<file path="src/rtl/adc_rb_pkg.sv">
package adc_rb_pkg;

  // Command byte that requests a reload of the newest completed result.
  localparam logic [7:0] RD_OPCODE = 8'h10;

  // Per-cycle events from the serial port to the result buffer.
  typedef struct packed {
    logic first_rise;  // first SCLK rise of a frame
    logic reload;      // read command decoded at the byte boundary
    logic frame_end;   // chip select released after an active frame
    logic lock;        // buffer must not change this cycle
  } spi_evt_t;

endpackage

</file>
<file path="src/rtl/adc_rb_sync.sv">
module adc_rb_sync #(
  parameter int          W       = 1,
  parameter int          STAGES  = 2,
  parameter logic [W-1:0] RST_VAL = '0
) (
  input  logic         clk,
  input  logic         rst_n,
  input  logic [W-1:0] d,
  output logic [W-1:0] q
);

  for (genvar b = 0; b < W; b++) begin : g_bit
    logic [STAGES-1:0] chain;
    always_ff @(posedge clk or negedge rst_n) begin
      if (!rst_n) chain <= {STAGES{RST_VAL[b]}};
      else        chain <= {chain[STAGES-2:0], d[b]};
    end
    assign q[b] = chain[STAGES-1];
  end

endmodule

</file>
<file path="src/rtl/adc_rb_timer.sv">
module adc_rb_timer #(
  parameter int CONV_PERIOD = 16,
  parameter int PULSE_MOD   = 2
) (
  input  logic clk,
  input  logic rst_n,
  input  logic mod_tick,
  output logic conv_done,
  output logic in_window
);

  localparam int            CW        = $clog2(CONV_PERIOD);
  localparam logic [CW-1:0] LAST      = CW'(CONV_PERIOD - 1);
  localparam logic [CW-1:0] WIN_START = CW'(CONV_PERIOD - PULSE_MOD);
  localparam int            WT_W      = $clog2(PULSE_MOD + 2) + 1;

  logic [CW-1:0] cnt_q;

  always_ff @(posedge clk or negedge rst_n) begin
    if (!rst_n)        cnt_q <= '0;
    else if (mod_tick) cnt_q <= (cnt_q == LAST) ? '0 : cnt_q + 1'b1;
  end

  assign conv_done = mod_tick && (cnt_q == LAST);
  assign in_window = (cnt_q >= WIN_START);

  // Checker: modulator ticks seen while the pre-result window is open.
  logic [WT_W-1:0] win_ticks;
  always_ff @(posedge clk or negedge rst_n) begin
    if (!rst_n)          win_ticks <= '0;
    else if (!in_window) win_ticks <= '0;
    else if (mod_tick)   win_ticks <= win_ticks + 1'b1;
  end

  p_window_len_r3: assert property (@(posedge clk) disable iff (!rst_n)
    win_ticks <= WT_W'(PULSE_MOD));

  p_window_ends_on_conv_r3: assert property (@(posedge clk) disable iff (!rst_n)
    $fell(in_window) |-> $past(conv_done));

endmodule

</file>
<file path="src/rtl/adc_rb_buffer.sv">
module adc_rb_buffer
  import adc_rb_pkg::*;
#(
  parameter int DATA_W = 24
) (
  input  logic              clk,
  input  logic              rst_n,
  input  logic              conv_done,
  input  logic [DATA_W-1:0] conv_data,
  input  logic              in_window,
  input  spi_evt_t          evt,
  output logic [DATA_W-1:0] held,
  output logic [DATA_W-1:0] latest,
  output logic              drdy_n
);

  logic [DATA_W-1:0] res_q;
  logic [DATA_W-1:0] pend_q;
  logic              pend_v;
  logic              drdy_q;

  always_ff @(posedge clk or negedge rst_n) begin
    if (!rst_n) begin
      res_q  <= '0;
      pend_q <= '0;
      pend_v <= 1'b0;
      drdy_q <= 1'b1;
    end else begin
      if (evt.first_rise) drdy_q <= 1'b1;
      // read command takes the parked result as the newest one
      if (evt.reload && pend_v) begin
        res_q  <= pend_q;
        pend_v <= 1'b0;
      end
      // deferred commit when the frame closes
      if (evt.frame_end && pend_v) begin
        res_q  <= pend_q;
        pend_v <= 1'b0;
        drdy_q <= 1'b0;
      end
      // new conversion: park it during a frame, commit it otherwise
      if (conv_done) begin
        if (evt.lock) begin
          pend_q <= conv_data;
          pend_v <= 1'b1;
        end else begin
          res_q  <= conv_data;
          drdy_q <= 1'b0;
        end
      end
    end
  end

  assign held   = res_q;
  assign latest = pend_v ? pend_q : res_q;
  assign drdy_n = drdy_q | in_window;

  p_first_rise_high_r2: assert property (@(posedge clk) disable iff (!rst_n)
    evt.first_rise |=> drdy_q);

  p_buf_frozen_r8: assert property (@(posedge clk) disable iff (!rst_n)
    (evt.lock && !evt.reload) |=> $stable(res_q));

  p_deferred_drop_r9: assert property (@(posedge clk) disable iff (!rst_n)
    (evt.frame_end && pend_v && !conv_done) |=> (!drdy_q && res_q == $past(pend_q)));

endmodule

</file>
<file path="src/rtl/adc_rb_spi.sv">
module adc_rb_spi
  import adc_rb_pkg::*;
#(
  parameter int               DATA_W  = 24,
  parameter int               CMD_W   = 8,
  parameter logic [CMD_W-1:0] READ_OP = CMD_W'(RD_OPCODE)
) (
  input  logic              clk,
  input  logic              rst_n,
  input  logic              sclk_s,
  input  logic              cs_s,
  input  logic              din_s,
  input  logic [DATA_W-1:0] held,
  input  logic [DATA_W-1:0] latest,
  output logic              dout_bit,
  output logic              dout_oe,
  output spi_evt_t          evt
);

  localparam int               CNT_W = $clog2(DATA_W + CMD_W + 1);
  localparam logic [CNT_W-1:0] CNT_MAX = {CNT_W{1'b1}};
  localparam logic [CNT_W-1:0] CMD_END = CNT_W'(CMD_W);

  logic              sclk_q;
  logic              frame_active;
  logic [CNT_W-1:0]  bit_cnt;
  logic [CMD_W-1:0]  cmd_sr;
  logic [DATA_W-1:0] shreg;
  logic              rise, fall, first_rise, reload;

  always_ff @(posedge clk or negedge rst_n) begin
    if (!rst_n) sclk_q <= 1'b0;
    else        sclk_q <= sclk_s;
  end

  assign rise       = sclk_s & ~sclk_q & ~cs_s;
  assign fall       = ~sclk_s & sclk_q & ~cs_s;
  assign first_rise = rise & ~frame_active;
  assign reload     = rise & (bit_cnt == CMD_END) & (cmd_sr == READ_OP);

  always_ff @(posedge clk or negedge rst_n) begin
    if (!rst_n) begin
      frame_active <= 1'b0;
      bit_cnt      <= '0;
      cmd_sr       <= '0;
    end else if (cs_s) begin
      frame_active <= 1'b0;
      bit_cnt      <= '0;
      cmd_sr       <= '0;
    end else begin
      if (rise) begin
        frame_active <= 1'b1;
        if (bit_cnt != CNT_MAX) bit_cnt <= bit_cnt + 1'b1;
      end
      if (fall && bit_cnt != '0 && bit_cnt <= CMD_END)
        cmd_sr <= {cmd_sr[CMD_W-2:0], din_s};
    end
  end

  always_ff @(posedge clk or negedge rst_n) begin
    if (!rst_n)          shreg <= '0;
    else if (first_rise) shreg <= held;
    else if (reload)     shreg <= latest;
    else if (rise)       shreg <= {shreg[DATA_W-2:0], 1'b0};
  end

  assign dout_bit       = shreg[DATA_W-1];
  assign dout_oe        = ~cs_s;
  assign evt.first_rise = first_rise;
  assign evt.reload     = reload;
  assign evt.frame_end  = frame_active & cs_s;
  assign evt.lock       = (frame_active & ~cs_s) | first_rise;

  p_dout_on_rise_r5: assert property (@(posedge clk) disable iff (!rst_n)
    (!cs_s && !rise) |=> $stable(dout_bit));

  p_cs_clears_r12: assert property (@(posedge clk) disable iff (!rst_n)
    cs_s |=> (bit_cnt == '0 && !frame_active));

endmodule

</file>
<file path="src/rtl/adc_readout.sv">
module adc_readout
  import adc_rb_pkg::*;
#(
  parameter int               DATA_W      = 24,
  parameter int               CONV_PERIOD = 16,
  parameter int               PULSE_MOD   = 2,
  parameter int               SYNC_STAGES = 2,
  parameter int               CMD_W       = 8,
  parameter logic [CMD_W-1:0] READ_OP     = CMD_W'(RD_OPCODE)
) (
  input  logic              clk,
  input  logic              rst_n,
  input  logic              mod_tick,
  input  logic [DATA_W-1:0] conv_data,
  input  logic              cs_n,
  input  logic              sclk,
  input  logic              din,
  output logic              dout,
  output logic              dout_oe,
  output logic              drdy_n
);

  logic [2:0]        pins_raw, pins_s;
  logic              conv_done, in_window;
  logic [DATA_W-1:0] held, latest;
  spi_evt_t          evt;

  assign pins_raw = {cs_n, sclk, din};

  adc_rb_sync #(.W(3), .STAGES(SYNC_STAGES), .RST_VAL(3'b101)) u_sync (
    .clk(clk), .rst_n(rst_n), .d(pins_raw), .q(pins_s)
  );

  adc_rb_timer #(.CONV_PERIOD(CONV_PERIOD), .PULSE_MOD(PULSE_MOD)) u_timer (
    .clk(clk), .rst_n(rst_n), .mod_tick(mod_tick),
    .conv_done(conv_done), .in_window(in_window)
  );

  adc_rb_spi #(.DATA_W(DATA_W), .CMD_W(CMD_W), .READ_OP(READ_OP)) u_spi (
    .clk(clk), .rst_n(rst_n),
    .sclk_s(pins_s[1]), .cs_s(pins_s[2]), .din_s(pins_s[0]),
    .held(held), .latest(latest),
    .dout_bit(dout), .dout_oe(dout_oe), .evt(evt)
  );

  adc_rb_buffer #(.DATA_W(DATA_W)) u_buf (
    .clk(clk), .rst_n(rst_n), .conv_done(conv_done), .conv_data(conv_data),
    .in_window(in_window), .evt(evt),
    .held(held), .latest(latest), .drdy_n(drdy_n)
  );

  p_new_result_low_r1: assert property (@(posedge clk) disable iff (!rst_n)
    (conv_done && !evt.lock && !evt.first_rise) |=> !drdy_n);

  p_drdy_known_r4: assert property (@(posedge clk) disable iff (!rst_n)
    !$isunknown(drdy_n));

endmodule

</file>
<file path="config.mk">
export PLATFORM = sky130hd
export DESIGN_NAME = adc_readout
export DESIGN_NICKNAME = d
export VERILOG_FILES = /design/src/rtl/adc_rb_pkg.sv /design/src/rtl/adc_rb_sync.sv /design/src/rtl/adc_rb_timer.sv /design/src/rtl/adc_rb_buffer.sv /design/src/rtl/adc_rb_spi.sv /design/src/rtl/adc_readout.sv
export SDC_FILE = /design/constraint.sdc
export NUM_CORES = 1
export LEC_CHECK = 0
export BUFFER_PORTS_ARGS = -buffer_cell sky130_fd_sc_hd__buf_2
export CORE_MARGIN = 3
export CORE_UTILIZATION = 55
export DETAILED_ROUTE_END_ITERATION = 10
export PLACE_DENSITY = 0.84
export SYNTH_ARGS = -nofsm -noshare
export SYNTH_HDL_FRONTEND = slang
export SYNTH_SLANG_ARGS = --single-unit
</file>
<file path="constraint.sdc">
create_clock -name clk -period 2.16 [get_ports clk]
set_input_delay 0.216 -clock clk [delete_from_list [all_inputs] [get_ports clk]]
set_output_delay 0.216 -clock clk [all_outputs]
set_load 0.005 [all_outputs]
</file>
# Word level (Yosys, flattened, before mapping)
# Index checks and enable logic that the tools add are counted.
[totals] reg_bits=100 word_cells=72
[op_classes] add_sub_neg=2 order_cmp=2 n_eq_ne=4 mux=24 bitwise=15 reduce_logical=12
[ops] operator="24-bit two-way mux" count=8
[ops] operator="6-bit two-way mux" count=3
[ops] operator="8-bit two-way mux" count=2
[ops] operator="1-bit two-way mux" count=10
[ops] operator="1-bit bitwise AND" count=9
[ops] operator="8-bit by 5-bit == test with 1-bit output (second input constant)" count=1
[ops] operator="6-bit by 1-bit adder with 6-bit output (second input constant)" count=1
[ops] operator="6-bit by 4-bit == test with 1-bit output (second input constant)" count=1
[ops] operator="6-bit by 4-bit less-or-equal comparator with 1-bit output (second input constant)" count=1
[ops] operator="6-bit inequality test (second input constant)" count=1
[ops] operator="2-bit nonzero test" count=3
[ops] operator="6-bit nonzero test" count=1
[ops] operator="1-bit logical AND" count=5
[ops] operator="4-bit by 1-bit adder with 4-bit output (second input constant)" count=1
[ops] operator="4-bit == test (second input constant)" count=1
[ops] operator="4-bit >= comparator (second input constant)" count=1
[ops] operator="4-bit two-way mux" count=1
[ops] operator="1-bit inverter" count=4
[ops] operator="2-bit AND reduction" count=2
[ops] operator="3-bit nonzero test" count=1
[ops] operator="1-bit bitwise OR" count=2

# Longest topological paths before layout
[logic_depth] word_depth=10 ltp_mapped=9

# Modules after synthesis
# From an unflattened synthesis, not the netlist that was laid out.
[unflattened] cells_unflattened=504 area_unflattened_um2=5051.1
[modules_own_cells] mod="adc_rb_buffer" n_inst=1 cells_per_inst=218 area_per_inst_um2=2387.3
[modules_own_cells] mod="adc_rb_spi" n_inst=1 cells_per_inst=255 area_per_inst_um2=2268.4
[modules_own_cells] mod="adc_rb_timer" n_inst=1 cells_per_inst=22 area_per_inst_um2=217.7
[modules_own_cells] mod="adc_rb_sync" n_inst=1 cells_per_inst=9 area_per_inst_um2=177.7

# Least setup slack after synthesis
# Ideal clock, no wire load.
[synth_path] kind="register -> register" from="register u_spi.bit_cnt[0]" to="register u_buf.res_q[10], in the netlist u_buf.held[10]" setup_time_ns=0.141 arrival_time_ns=2.121 path_slack_ns=-0.102 path_stages_with_launch=10 period_less_slack_ns=2.262 path_cell_list="dfrtp_1 > inv_1 > ha_1 > or4bb_1 > clkbuf_1 > or4_1 > buf_2 > buf_6 > o211ai_2 > a31oi_1"
[synth_via] elab_chain_len=8
[synth_rtl] item="start, declared" line="adc_rb_spi.sv:26" source="logic [CNT_W-1:0] bit_cnt;"
[synth_rtl] item="start signal, assigned" line="adc_rb_spi.sv:53" source="if (bit_cnt != CNT_MAX) bit_cnt <= bit_cnt + 1'b1;"
[synth_rtl] item="6-bit by 4-bit == test with 1-bit output (*)" line="adc_rb_spi.sv:39" source="assign reload = rise & (bit_cnt == CMD_END) & (cmd_sr == READ_OP);"
[synth_rtl] item="1-bit bitwise AND (*) (2 in a row)" line="adc_rb_spi.sv:39"
[synth_rtl] item="1-bit logical AND (*)" line="adc_rb_buffer.sv:31" source="if (evt.reload && pend_v) begin"
[synth_rtl] item="24-bit two-way mux (*)" line="adc_rb_buffer.sv:31"
[synth_rtl] item="24-bit two-way mux (*)" line="adc_rb_buffer.sv:36" source="if (evt.frame_end && pend_v) begin"
[synth_rtl] item="24-bit two-way mux" line="adc_rb_buffer.sv:43" source="if (evt.lock) begin"
[synth_rtl] item="24-bit two-way mux (*)" line="adc_rb_buffer.sv:42" source="if (conv_done) begin"
[synth_rtl] item="end signal, assigned" line="adc_rb_buffer.sv:32" source="res_q <= pend_q;"
[synth_rtl] item="end signal, assigned" line="adc_rb_buffer.sv:37" source="res_q <= pend_q;"
[synth_rtl] item="end signal, assigned" line="adc_rb_buffer.sv:47" source="res_q <= conv_data;"
[synth_rtl] item="end, declared" line="adc_rb_buffer.sv:17" source="logic [DATA_W-1:0] res_q;"
# Every way passes the cells marked *; elsewhere a longest branch is shown, timed or not.
# A chain may end at the register's enable or synchronous reset.

# Worst setup path in the final report
[layout_path] from="register u_spi.bit_cnt[1]" to="register u_buf.res_q[23], in the netlist u_buf.held[23]"
# The elaborated chain is that of the path after synthesis.

==> flow_metrics.env <==
export IMPL_n_antenna_cell=0
export IMPL_synth_top_cell_area_share_pct=44.1
export IMPL_die_width_um=105
export IMPL_area_growth_pct=13.9
export IMPL_cp_end_kind="flop"
export IMPL_cpPeakStageDelay_ps=520
export IMPL_drt_iter0_drc=649
export IMPL_final_max_slew_viol_count=0
export IMPL_fin_crit_ps=2260
export IMPL_rows=35
export IMPL_path_cells="inv_1 > ha_4 > or4bb_4 > or4_4 > buf_12 > o211ai_1 > a31oi_1"
export IMPL_cap_violations=0
export IMPL_cts_tree="built"
export IMPL_dieArea_um2=11000
export IMPL_io_buffers=32
export IMPL_worst_pin_slew_ps=608
export IMPL_start_util_pct=57.5
export IMPL_routed_wl_mm=14.0
export IMPL_grt_pass1_vias=4689
export IMPL_syn_avg_cell_area_um2=9.38
export IMPL_status="finished, violations left"
export IMPL_timing_critical_path_buf_inv=2
export IMPL_path_clk_slew_ps=110
export IMPL_post_route_cell_area_um2=6140
export IMPL_place_gp_congestion=0.811
export IMPL_track_usage_pct=24.9
export IMPL_fin_skew_ps=13.7
export IMPL_min_delay_start="conv_data[10]"
export IMPL_drtPass1Iterations=6
export IMPL_hold_viol=0
export IMPL_min_path_type="in2reg"
export IMPL_grt_max_degree=101
export IMPL_grt_antenna_before_repair=0
export IMPL_synthesis_nets=609
export IMPL_fin_ws_ps=-95.6
export IMPL_dpl_worst_slack_ps=-93.0
export IMPL_synthCells=575
export IMPL_synthTopCellsByArea="dfrtp_1 44%, o21ai_0 6.8%, mux2_2 5.2%"
export IMPL_clock_sinks=100
export IMPL_setup_viol=23
export IMPL_dp_hpwl_mm=7.91
export IMPL_clockRootBuffer="clkbuf_8"
export IMPL_layout_common_cells="95 x dfrtp_1, 73 x o21ai_0, 53 x nand2_1"
export IMPL_synth_area_um2=5390
export IMPL_critPathKind="reg2reg"
export IMPL_yosysTopAreaCell="dfrtp_1"
export IMPL_crit_slowest_cell="or4_4"
export IMPL_remaining_drc_errors=0
export IMPL_layout_cells_non_filler=729
export IMPL_r2r_start="u_spi.bit_cnt[1]"
export IMPL_h_tree_depth=3
export IMPL_numCtsBuffers=9
export IMPL_grt_ovfl_total=0
export IMPL_peakVddDrop_v=0.000563
export IMPL_cp_arrival_ps=2500
export IMPL_startpoint_type="flop"
export IMPL_ant_nets=0
export IMPL_yosysSeqAreaShare_pct=46.5
export IMPL_vias_per_cell=6.70
export IMPL_dpl_instance_area_um2=5760
export IMPL_wl_per_cell_um=19.2
export IMPL_grt_first_pass_wirelength_mm=22.6
export IMPL_period_share_pct=104
export IMPL_p_per_area_nw_per_um2=904
export IMPL_die_h_um=105
export IMPL_path_delay_family="simple AND/OR/NAND/NOR gates"
export IMPL_leakage_nw=2.45
export IMPL_final_common_cell="dfrtp_1"
export IMPL_core_um2=9370
export IMPL_ys_warnings_count=0
export IMPL_rsz0062_at_grt="true"
export IMPL_violations="setup timing"
export IMPL_relSlewSlack_pct=59.5
export IMPL_clockBufferDepth=2
export IMPL_critPathLaunch="u_spi.bit_cnt[1]"
export IMPL_yosys_register_bits=100
export IMPL_via_count=4887
export IMPL_place_inst=703
export IMPL_clock_latency_ps=370
export IMPL_worstPathMaxFanout=6
export IMPL_fin_nets=629
export IMPL_fmax_mhz=443
export IMPL_pin_count=33
export IMPL_worst_ep_required_time_ps=2400
export IMPL_layout_drive_gt1_share_pct=23.5
export IMPL_ys_types=45
-- worst paths after layout --
kind                                             to  slack (ps)  depth (start not counted)
max                                  u_buf.held[23]        -100                          7
min                                u_buf.pend_q[10]          90                          2
max reg2reg                          u_buf.held[23]        -100                          7
min reg2reg                u_sync.g_bit[1].chain[1]         360                          0
max in group asynchronous              u_buf.drdy_q        1290                          3
min in group asynchronous             u_buf.held[3]         450                          3
-- repair_timing --
action	CTS	global route
resized for setup	4	5
endpoints found under the hold margin	98	0
buffers inserted	0	3
setup endpoints to repair	49	49
hold buffers	4	0
cloned	0	3
pin swaps	1	11
-- cells by family after synthesis --
logic type / Yosys count / synth area share (%)
AO/OA/AOI/OAI: 195 / 25.0
XOR/XNOR: 3 / 0.487
adder cells (fa/ha/maj): 4 / 0.928
buffers and inverters: 89 / 6.68
flip-flops: 100 / 46.5
multiplexers: 27 / 5.59
AND/OR/NAND/NOR: 157 / 14.8
-- layer usage --
| layer | part of all wire, % | global-route usage (%) | up-vias |
|---|---|---|---|
| met5 | 0 | 0 | - |
| met4 | 2.7 | 11.7 | 0 |
| met3 | 8.7 | 4.57 | 55 |
| met2 | 48 | 38.1 | 310 |
| met1 | 40 | 34.4 | 2353 |
| li1 | - | - | 2169 |
-- power breakdown --
group          internal [mW]  switching (mW)  total, mW
sequential              2.42           0.426       2.85
clock                  0.661           0.690       1.35
combinational          0.665           0.687       1.35
-- final cells by class --
type / count / area [um^2]
fill: 710 / 3230
multi-input combinational: 386 / 2560
sequential: 100 / 2510
timing repair buffer: 68 / 573
tap: 129 / 161
clock buffer: 9 / 124
inverter: 30 / 113
clock inverter: 7 / 98.8
-- synth_stat cells --
master    instances
dfrtp_1          95
o21ai_0          73
nand2_1          53
nor3_1           49
clkbuf_1         46
inv_1            30
o211ai_1         28
mux2_2           25
a31oi_1          24
nand4_1          24
a22oi_1          23
o211ai_2         20
a22o_1            9
buf_2             9
a21oi_1           6
dfstp_2           5
nor2_1            5
ha_1              4
nand3_1           4
o21a_1            3
o31ai_1           3
or4_1             3
xnor2_1           3
and2_1            2
and3_1            2
buf_1             2
buf_6             2
mux2i_1           2
nand2b_1          2
nor2b_1           2
nor3b_1           2
o22ai_1           2
a41oi_1           1
and2_0            1
and4_1            1
nand3b_1          1
o21bai_1          1
o221ai_1          1
o41ai_1           1
or2_2             1
or3_1             1
or3b_1            1
or4b_1            1
or4b_2            1
or4bb_1           1
-- state kept, by name, summed over array words and instances (netlist names) --
| name | count |
|---|---|
| u_buf.pend_q | 24 |
| u_buf.held | 24 |
| u_spi.shreg | 24 |
| u_sync.g_bit.chain | 6 |
| u_buf.pend_v | 1 |
| u_spi.cmd_sr | 8 |
| u_spi.frame_active | 1 |
| u_spi.bit_cnt | 6 |
| u_spi.sclk_q | 1 |
| u_buf.drdy_q | 1 |
| u_timer.cnt_q | 4 |
-- through the flow --
stage                     setup TNS (ps)  hold WS (ps)  util [%]  power [mW]
after floorplan                    -1970         -79.6         -        3.77
after global placement                 0           322      61.5        4.08
after detailed placement           -1540           322      61.5        4.18
after CTS                              0          78.2      64.4        5.52
after global routing               -2000          75.4      65.5        5.87
final                               -549          86.2      65.5        5.55
-- worst register-to-register path, stage by stage (launching register included) --
cell and delay, ps:
dfrtp_1 400, inv_1 100, ha_4 130, or4bb_4 470, or4_4 520, buf_12 180, o211ai_1 210, a31oi_1 120
Note: power is estimated with default switching activity, not from simulation.
